### config.mk
export PLATFORM = sky130hd
export DESIGN_NAME = ifetch_seq
export DESIGN_NICKNAME = d
export VERILOG_FILES = /design/src/rtl/ifetch_pkg.sv /design/src/rtl/ifetch_len_dec.sv /design/src/rtl/ifetch_slot_bank.sv /design/src/rtl/ifetch_seq.sv
export SDC_FILE = /design/constraint.sdc
export NUM_CORES = 1
export LEC_CHECK = 0
export ABC_AREA = 1
export CORE_MARGIN = 1.5
export CORE_UTILIZATION = 40
export DETAILED_ROUTE_END_ITERATION = 8
export PLACE_DENSITY = 0.7
export SYNTH_ARGS = -nofsm -noshare
export SYNTH_HDL_FRONTEND = slang
export SYNTH_SLANG_ARGS = --single-unit
### constraint.sdc
create_clock -name clk -period 2 [get_ports clk]
set_input_delay 0.3 -clock clk [delete_from_list [all_inputs] [get_ports clk]]
set_output_delay 0.3 -clock clk [all_outputs]
set_load 0.05 [all_outputs]
### src/rtl/ifetch_pkg.sv
package ifetch_pkg;
    localparam int unsigned IW    = 16;
    localparam int unsigned BW    = 8;
    localparam int unsigned NSLOT = 3;
    localparam int unsigned CW    = 2;

    typedef enum logic [2:0] {
        F_IDLE = 3'd0,
        F_LO   = 3'd1,
        F_HI   = 3'd2,
        F_DEC  = 3'd3,
        F_DONE = 3'd4
    } fstate_e;
endpackage

### src/rtl/ifetch_len_dec.sv
module ifetch_len_dec
    import ifetch_pkg::*;
(
    input  logic [IW-1:0] word_i,
    output logic [CW-1:0] ext_cnt_o
);
    logic       is_jump, is_one, is_two;
    logic [1:0] as_f;
    logic [3:0] src_reg;
    logic       src_ext, dst_ext;

    function automatic logic src_needs_ext(input logic [1:0] as_v, input logic [3:0] r);
        // As 01/11 need a word; register 3 and register 2 with As 1x are constants
        return as_v[0] && (r != 4'd3) && !((r == 4'd2) && as_v[1]);
    endfunction

    always_comb begin
        is_jump = (word_i[15:13] == 3'b001);
        is_one  = (word_i[15:10] == 6'b000100);
        is_two  = (word_i[15:12] >= 4'h4);
        as_f    = word_i[5:4];
        src_reg = is_two ? word_i[11:8] : word_i[3:0];
        src_ext = 1'b0;
        dst_ext = 1'b0;
        if (is_two) begin
            src_ext = src_needs_ext(as_f, src_reg);
            dst_ext = word_i[7];
        end else if (is_one && !is_jump) begin
            src_ext = src_needs_ext(as_f, src_reg);
        end
        ext_cnt_o = CW'(src_ext) + CW'(dst_ext);
    end
endmodule

### src/rtl/ifetch_slot_bank.sv
module ifetch_slot_bank #(
    parameter int unsigned NSLOTS = 3,
    parameter int unsigned WIDTH  = 16,
    parameter int unsigned IDXW   = (NSLOTS > 1) ? $clog2(NSLOTS) : 1
) (
    input  logic                    clk,
    input  logic                    rst_n,
    input  logic                    clr_i,
    input  logic                    we_i,
    input  logic [IDXW-1:0]         idx_i,
    input  logic [WIDTH-1:0]        data_i,
    output logic [NSLOTS*WIDTH-1:0] slots_o
);
    for (genvar g = 0; g < NSLOTS; g++) begin : g_slot
        logic [WIDTH-1:0] slot_d, slot_q;

        always_comb begin
            slot_d = slot_q;
            if (clr_i)
                slot_d = '0;
            else if (we_i && (idx_i == IDXW'(g)))
                slot_d = data_i;
        end

        always_ff @(posedge clk or negedge rst_n) begin
            if (!rst_n) slot_q <= '0;
            else        slot_q <= slot_d;
        end

        assign slots_o[g*WIDTH +: WIDTH] = slot_q;
    end
endmodule

### src/rtl/ifetch_seq.sv
module ifetch_seq
    import ifetch_pkg::*;
#(
    parameter int unsigned AW = 16
) (
    input  logic          clk,
    input  logic          rst_n,
    input  logic          start_i,
    input  logic [AW-1:0] pc_i,
    output logic [AW-1:0] mem_addr_o,
    output logic          mem_rd_o,
    input  logic [BW-1:0] mem_data_i,
    output logic          busy_o,
    output logic          valid_o,
    output logic [IW-1:0] opcode_o,
    output logic [IW-1:0] ext1_o,
    output logic [IW-1:0] ext2_o,
    output logic [CW-1:0] nwords_o,
    output logic [AW-1:0] next_pc_o
);
    localparam int unsigned IDXW = $clog2(NSLOT);

    typedef struct packed {
        fstate_e       st;
        logic [AW-1:0] addr;
        logic          rd;
        logic [AW-1:0] base;
        logic [BW-1:0] lo;
        logic [IDXW-1:0] idx;
        logic [CW-1:0] total;
        logic [CW-1:0] n;
        logic [AW-1:0] npc;
    } seq_t;

    seq_t r_d, r_q;

    logic [IW-1:0]       word_now;
    logic [CW-1:0]       ext_cnt;
    logic [CW-1:0]       tot_now;
    logic [IDXW-1:0]     idx_nx;
    logic                slot_clr, slot_we;
    logic [NSLOT*IW-1:0] slots;

    assign word_now = {mem_data_i, r_q.lo};

    ifetch_len_dec u_len (
        .word_i    (word_now),
        .ext_cnt_o (ext_cnt)
    );

    ifetch_slot_bank #(.NSLOTS(NSLOT), .WIDTH(IW), .IDXW(IDXW)) u_bank (
        .clk     (clk),
        .rst_n   (rst_n),
        .clr_i   (slot_clr),
        .we_i    (slot_we),
        .idx_i   (r_q.idx),
        .data_i  (word_now),
        .slots_o (slots)
    );

    always_comb begin
        r_d      = r_q;
        slot_clr = 1'b0;
        slot_we  = 1'b0;
        idx_nx   = r_q.idx + IDXW'(1);
        tot_now  = (r_q.idx == '0) ? (ext_cnt + CW'(1)) : r_q.total;
        unique case (r_q.st)
            F_IDLE: begin
                if (start_i) begin
                    r_d.st   = F_LO;
                    r_d.addr = pc_i;
                    r_d.base = pc_i;
                    r_d.rd   = 1'b1;
                    r_d.idx  = '0;
                    slot_clr = 1'b1;
                end
            end
            F_LO: begin
                r_d.addr = r_q.addr + AW'(1);
                r_d.rd   = 1'b1;
                r_d.st   = F_HI;
            end
            F_HI: begin
                r_d.lo = mem_data_i;
                r_d.rd = 1'b0;
                r_d.st = F_DEC;
            end
            F_DEC: begin
                slot_we   = 1'b1;
                r_d.total = tot_now;
                if (CW'(idx_nx) < tot_now) begin
                    r_d.idx  = idx_nx;
                    r_d.addr = r_q.addr + AW'(1);
                    r_d.rd   = 1'b1;
                    r_d.st   = F_LO;
                end else begin
                    r_d.n   = CW'(idx_nx);
                    r_d.npc = r_q.addr + AW'(1);
                    r_d.st  = F_DONE;
                end
            end
            F_DONE: begin
                r_d.st = F_IDLE;
            end
            default: r_d.st = F_IDLE;
        endcase
    end

    always_ff @(posedge clk or negedge rst_n) begin
        if (!rst_n) begin
            r_q <= '{st: F_IDLE, default: '0};
        end else begin
            r_q <= r_d;
        end
    end

    assign mem_addr_o = r_q.addr;
    assign mem_rd_o   = r_q.rd;
    assign busy_o     = (r_q.st != F_IDLE);
    assign valid_o    = (r_q.st == F_DONE);
    assign opcode_o   = slots[0*IW +: IW];
    assign ext1_o     = slots[1*IW +: IW];
    assign ext2_o     = slots[2*IW +: IW];
    assign nwords_o   = r_q.n;
    assign next_pc_o  = r_q.npc;

    // the completion strobe lasts a single cycle
    p_valid_pulse_r7: assert property (@(posedge clk) disable iff (!rst_n)
        valid_o |=> !valid_o);

    // length is never zero at completion
    p_len_nonzero_r8: assert property (@(posedge clk) disable iff (!rst_n)
        valid_o |-> (nwords_o != '0));

    // next address agrees with the latched start address and the count
    p_next_pc_r8: assert property (@(posedge clk) disable iff (!rst_n)
        valid_o |-> (next_pc_o == r_q.base + AW'({nwords_o, 1'b0})));

    // slots beyond the length are zero
    p_unused_zero_r9: assert property (@(posedge clk) disable iff (!rst_n)
        (valid_o && (nwords_o == CW'(1))) |-> ((ext1_o == '0) && (ext2_o == '0)));

    p_unused_ext2_r9: assert property (@(posedge clk) disable iff (!rst_n)
        (valid_o && (nwords_o == CW'(2))) |-> (ext2_o == '0));

    // back-to-back reads step by one byte
    p_addr_step_r11: assert property (@(posedge clk) disable iff (!rst_n)
        (mem_rd_o && $past(mem_rd_o)) |-> (mem_addr_o == AW'($past(mem_addr_o) + AW'(1))));

    // the latched start address does not move during a fetch
    p_base_hold_r10: assert property (@(posedge clk) disable iff (!rst_n)
        ($past(busy_o) && busy_o) |-> $stable(r_q.base));
endmodule

After elaboration in Yosys (flattened, before gate mapping)
Cells that the tools add are included.
- register bits: 114
- input bits: 27
- output and inout port bits: 85
- word-level logic and storage cells: 77
- $add $sub $neg: 4
- magnitude comparators: 2
- equality and inequality tests: 12
- multiplexer cells: 23
- bitwise logic cells: 1
- reduce and logical (&&, ||, !) cells: 23
- operators by type and width (operator ; count):
    16-bit two-way mux ; 6
    16-bit case mux with 3 select lines ; 1
    36-bit two-way mux ; 1
    17-bit two-way mux ; 1
    16-bit by 1-bit adder with 16-bit output, second input constant ; 1
    3-bit case mux with 4 select lines ; 1
    3-bit AND reduction ; 3
    2-bit nonzero test ; 4
    1-bit logical AND ; 7
    3-bit by 1-bit equality test with 1-bit output, second input constant ; 2
    3-bit by 2-bit equality test with 1-bit output, second input constant ; 2
    6-bit by 3-bit equality test with 1-bit output, second input constant ; 1
    1-bit two-way mux ; 6
    2-bit two-way mux ; 3
    3-bit nonzero test ; 2
    2-bit by 1-bit adder with 2-bit output, second input constant ; 2
    4-bit by 2-bit equality test with 1-bit output, second input constant ; 1
    4-bit by 3-bit greater-or-equal comparator with 1-bit output, second input constant ; 1
    4-bit two-way mux ; 1
    2-bit != test, second input constant ; 2
    4-bit by 2-bit != test with 1-bit output, second input constant ; 1
    1-bit case mux with 4 select lines ; 1
    2-bit case mux with 2 select lines ; 1
    2-bit AND reduction ; 2
    11 further kinds ; 12

Longest topological paths before layout
- depth in word-level cells: 14
- mapped depth: 16
- depth with buffers taken out: 16

Modules after synthesis
Synthesis repeated with hierarchy kept, for this count alone.
- cell total of the unflattened synthesis: 666
- area total of the unflattened synthesis: 5176.2 µm²
- by module, submodules not included (module ; times used ; cells each ; area each (µm²) ; seq. area each (µm²)):
    ifetch_seq ; 1 ; 384 ; 2914.0 ; 1251.2
    ifetch_slot_bank ; 1 ; 253 ; 2137.0 ; 1201.2
    ifetch_len_dec ; 1 ; 29 ; 125.1 ; 0.0

Worst setup path after synthesis
No wires, ideal clock.
- kind: reg-to-reg
- from: reg r_q[27] in the netlist's numbering
- to: reg r_q, in the netlist next_pc_o[12]
- library setup time: 126 ps
- data arrival time: 2012 ps
- data required time: 1874 ps
- setup slack: -139 ps
- stages on the path, launching flop included: 16
- path buffers: 2
- period minus slack after synthesis: 2139 ps
- cells stage by stage: dfrtp_1 o21ai_0 nor3_1 a21boi_0 nand2_1 ha_1 nand2_1 o21ai_0 ha_1 nand2_1 nand2_1 nand2_2 buf_4 buf_2 nand2_1 o21ai_0
- word-level cells in the longest chain between the ends: 11
- RTL lines (what ; RTL line ; RTL):
    start: declaration ; ifetch_seq.sv:35 ; seq_t r_d, r_q;
    start signal: assignment ; ifetch_seq.sv:113 ; r_q <= r_d;
    1-bit logical AND * ; ifetch_len_dec.sv:14 ; return as_v[0] && (r != 4'd3) && !((r == 4'd2) && as_v[1]);
    1-bit logical NOT * ; ifetch_len_dec.sv:14 ;
    1-bit logical AND * ; ifetch_len_dec.sv:14 ;
    1-bit two-way mux ; ifetch_len_dec.sv:28 ; end else if (is_one && !is_jump) begin
    1-bit two-way mux * ; ifetch_len_dec.sv:25 ; if (is_two) begin
    1-bit by 1-bit adder with 2-bit output * ; ifetch_len_dec.sv:31 ; ext_cnt_o = CW'(src_ext) + CW'(dst_ext);
    2-bit by 1-bit adder with 2-bit output * ; ifetch_seq.sv:66 ; tot_now = (r_q.idx == '0) ? (ext_cnt + CW'(1)) : r_q.total;
    2-bit two-way mux * ; ifetch_seq.sv:66 ;
    2-bit < comparator * ; ifetch_seq.sv:91 ; if (CW'(idx_nx) < tot_now) begin
    1-bit inverter (no line) * ; n/a ;
    2-bit AND reduction (no line) * ; n/a ;
Mark *: on every way between the ends. The rest lies on a longest branch, timed or not.
A chain may end at the register's enable or synchronous reset.

Worst setup path after layout
- from: reg r_q[27] in the netlist's numbering
- to: reg r_q, in the netlist mem_addr_o[10]
- word-level cells in the longest chain between the ends: 11
- RTL lines (what ; RTL line):
    1-bit logical AND * ; ifetch_len_dec.sv:14
    1-bit logical NOT * ; ifetch_len_dec.sv:14
    1-bit logical AND * ; ifetch_len_dec.sv:14
    1-bit two-way mux ; ifetch_len_dec.sv:28
    1-bit two-way mux * ; ifetch_len_dec.sv:25
    1-bit by 1-bit adder with 2-bit output * ; ifetch_len_dec.sv:31
    2-bit by 1-bit adder with 2-bit output * ; ifetch_seq.sv:66
    2-bit two-way mux * ; ifetch_seq.sv:66
    2-bit < comparator * ; ifetch_seq.sv:91
    2-bit != test (no line) * ; n/a
    3-bit AND reduction (no line) * ; n/a
Marked as above.

==> flow_summary_export.csv <==
group,metric,value,unit
sta,timing.max_slew.rel_slack,60.0,%
critical_path,critPathKind,"reg -> reg",
sta,tightest_slew,0.600,ns
final_layout,nets,727,
global_route,track_usage,20.9,%
die,io_pins,112,
clock_network,tritoncts,"done",
pwr,power_leakage,3.16,nW
synth,syn_area,0.00487,mm^2
pwr,p_switching,0.00629,W
pwr,power_density,1920,mW/mm^2
placed_design,place_congestion,0.901,
sta,min_period_over_period,113,%
pwr,pwr-share-seq,27.4,%
clock_network,cts_sinks,98,
sta,setup_slack,-0.250,ns
routing,dr_wl_met2,6.75,mm
synth,synth-seq-area-share,50.3,%
routing,drt_iter0_drc,208,
synth,synth_top_cell_by_area,"dfrtp_1",
flow_run,max_cap_violations,0,
sta,fmax,444,MHz
sta,setup_viol,39,
routing,final_antenna_net_count,0,
routing,routed_wl,13.3,mm
synth,synth_fp_nets,623,
die,die-area,0.0129,mm^2
routing,drc,0,
placed_design,port_buffers,111,
final_layout,syn_to_final_growth,34.0,%
routing,dr_wl_met3,846,um
critical_path,cp.arrival,2.50,ns
pwr,p_sw_share,50.2,%
pwr,internal_power,0.00626,W
clock_network,cts_max_level,3,
die,initial_core_util,40.7,%
pwr,finalPower,0.0125,W
placed_design,dp_hpwl,9.41,mm
sta,fin_crit,2.25,ns
routing,vias_per_cell,5.04,
global_route,gr-total-overflow,0,
synth,synthTopCellsByArea,"dfrtp_1 50%, nand2_1 13%, nand3_1 7.7%",
critical_path,crit_required,2.25,ns
run_status,outcome,"complete, but fails checks",
sta,hold_slack,0.413,ns
global_route,grt_max_degree,50,
sta,drv_slew,0,
die,rows,40,
synth,yosysUniqueCellTypes,32,
sta,finalHoldViolCount,0,
routing,route.top_layer_used,"met4",
final_layout,antenna_cells,0,
clock_network,numCtsBuffers,9,
final_layout,drive_gt1_share,14.3,%
die,fp.dieH,113,um
synth,avgSynthCellArea,8.26,um^2
routing,drt_pass1_iterations,4,
run_status,violations,"negative setup slack",
global_route,grt_pass1_vias,4269,
synth,syn_inst,590,
critical_path,crit_path_end_kind,"flop",
pwr,clockPowerShare,13.8,%
synth,yosys_warnings,0,
final_layout,layout_commonest_cell,"nand2_1",
critical_path,crit_path_max_fanout,11,
die,core_area,0.0120,mm^2
routing,vias,4268,
routing,drt-met1-wl,5.47,mm
critical_path,critPathLaunchType,"flop",
synth,yosysTopAreaCellShare,50.3,%
global_route,grt_first_pass_wirelength,21.0,mm
global_route,antenna_found_initial,0,
routing,wl_per_cell,15.8,um
worst_hold_path,holdCritPathClass,"in -> reg",
clock_network,worst_skew_pair.late_latency,0.36,ns
sta,rsz0062_at_grt,"yes",
clock_network,root_buffer,"clkbuf_16",
pwr,ir_drop,1050,uV
clock_network,path_clk_slew,0.07,ns
die,die_w,113,um
final_layout,mostFrequentLayoutCells,"159 x nand2_1, 98 x dfrtp_1, 94 x clkdlybuf4s50_1",
sta,finClkSkew,0.00850,ns
synth,ys_ff_latch,98,
clock_network,cts_buffer_depth,2,
pwr,p_comb_share,58.8,%
worst paths after layout:
kind | from | endpoint | slack [ns] | cells after the start
worst max-delay path | r_q[27]$_DFFE_PN0P_ | mem_addr_o[10]$_DFFE_PN0P_ | -0.25 | 15
worst min-delay path | mem_data_i[4] | r_q[26]$_DFFE_PN0P_ | 0.41 | 3
worst max register to register | r_q[27]$_DFFE_PN0P_ | mem_addr_o[10]$_DFFE_PN0P_ | -0.25 | 15
worst min register to register | next_pc_o[15]$_DFFE_PN0P_ | next_pc_o[15]$_DFFE_PN0P_ | 0.48 | 2
max in group asynchronous | rst_n | mem_addr_o[0]$_DFFE_PN0P_ | 0.90 | 3
min in group asynchronous | rst_n | next_pc_o[13]$_DFFE_PN0P_ | 0.48 | 2
per-layer routing:
metal	vias to the layer above	track usage, %
met5	-	0
met4	0	7.75
met3	16	5.47
met2	116	36.8
met1	2048	24.7
li1	2088	-
synthesized netlist by cell type:
cell type	count
nand2_1	165
dfrtp_1	98
nand3_1	75
o21ai_0	64
inv_1	46
buf_4	37
nor2_1	22
buf_2	15
clkbuf_1	9
o21ai_1	9
ha_1	6
mux2_2	6
a21oi_1	5
o21ai_2	5
nand4_1	4
nor3_1	3
nand3b_1	2
nor2_2	2
or2_2	2
xnor2_1	2
xor2_1	2
a21boi_0	1
a31oi_1	1
buf_6	1
clkinv_1	1
inv_2	1
nand2_2	1
nand3b_4	1
nor2_4	1
nor4_1	1
o211ai_1	1
o41ai_1	1
what timing repair did:
action,4_1_cts,5_1_grt
pin swaps,2,3
hold endpoints to repair,38,0
gates cloned,1,1
endpoints found under the setup margin,55,49
resized for setup,23,13
hold buffers,1,0
setup buffers,1,1
power groups by stage:
stage,clock network [W],registers (W),logic [W]
2_1_floorplan,0,0.00477,0.00366
3_3_place_gp,0,0.00343,0.00699
3_5_place_dp,0,0.00345,0.00709
4_1_cts,0.00176,0.00344,0.00729
5_1_grt,0.00184,0.00354,0.00795
6_report,0.00173,0.00344,0.00738
kinds of logic after synthesis:
| logic type | Yosys count | share of synthesized area, % |
|---|---|---|
| adders and majority gates | 6 | 1.54 |
| buffers and inverters | 110 | 11.9 |
| xor gates and xnor gates | 4 | 0.719 |
| AOI/OAI and AO/OA | 87 | 9.53 |
| DFF | 98 | 50.3 |
| muxes | 6 | 1.39 |
| and+or+nand+nor | 279 | 24.6 |
flip-flops by register name, indices dropped and copies added, names as in the netlist:
name and flops:
u_bank.g_slot.slot_q 48, mem_rd_o 1, mem_addr_o 16, next_pc_o 16
r_q 15, nwords_o 2
stage by stage:
step / area (um^2) / cells / setup slack (ns) / TNS, ns / utilization, %
3_3_place_gp: 6110 / 825 / -0.727 / -26.57 / 51.1
4_1_cts: 6470 / 844 / -0.238 / -7.28 / 54.1
2_1_floorplan: 4930 / 590 / -0.0657 / -1.27 / -
5_1_grt: 6530 / 846 / -0.425 / -14.71 / 54.6
3_5_place_dp: 6110 / 825 / -0.816 / -29.11 / 51.1
6_report: 6530 / 846 / -0.250 / -7.69 / 54.6
area by class of cell:
type,instances,area (um^2)
inverter,48,185
timing repair inverter,1,7.51
multi-input combinational,383,1940
clock buffer,10,239
clock inverter,6,55.1
fill,1105,5430
sequential,98,2450
timing repair buffer,153,1470
tap,147,184
critical path: stages, from the launching register on:
cell      delay (ns)
dfrtp_1         0.41
o21ai_2         0.15
nor3_2          0.06
a21boi_1        0.15
nand2_1         0.07
ha_1            0.21
nand2_2         0.08
o21ai_2         0.06
ha_1            0.27
nand2_1         0.09
nand2_2         0.08
nand2_4         0.09
nand3b_4        0.12
buf_6           0.18
nand2_1         0.06
o21ai_1         0.06
(Power assumes the default switching activity.)
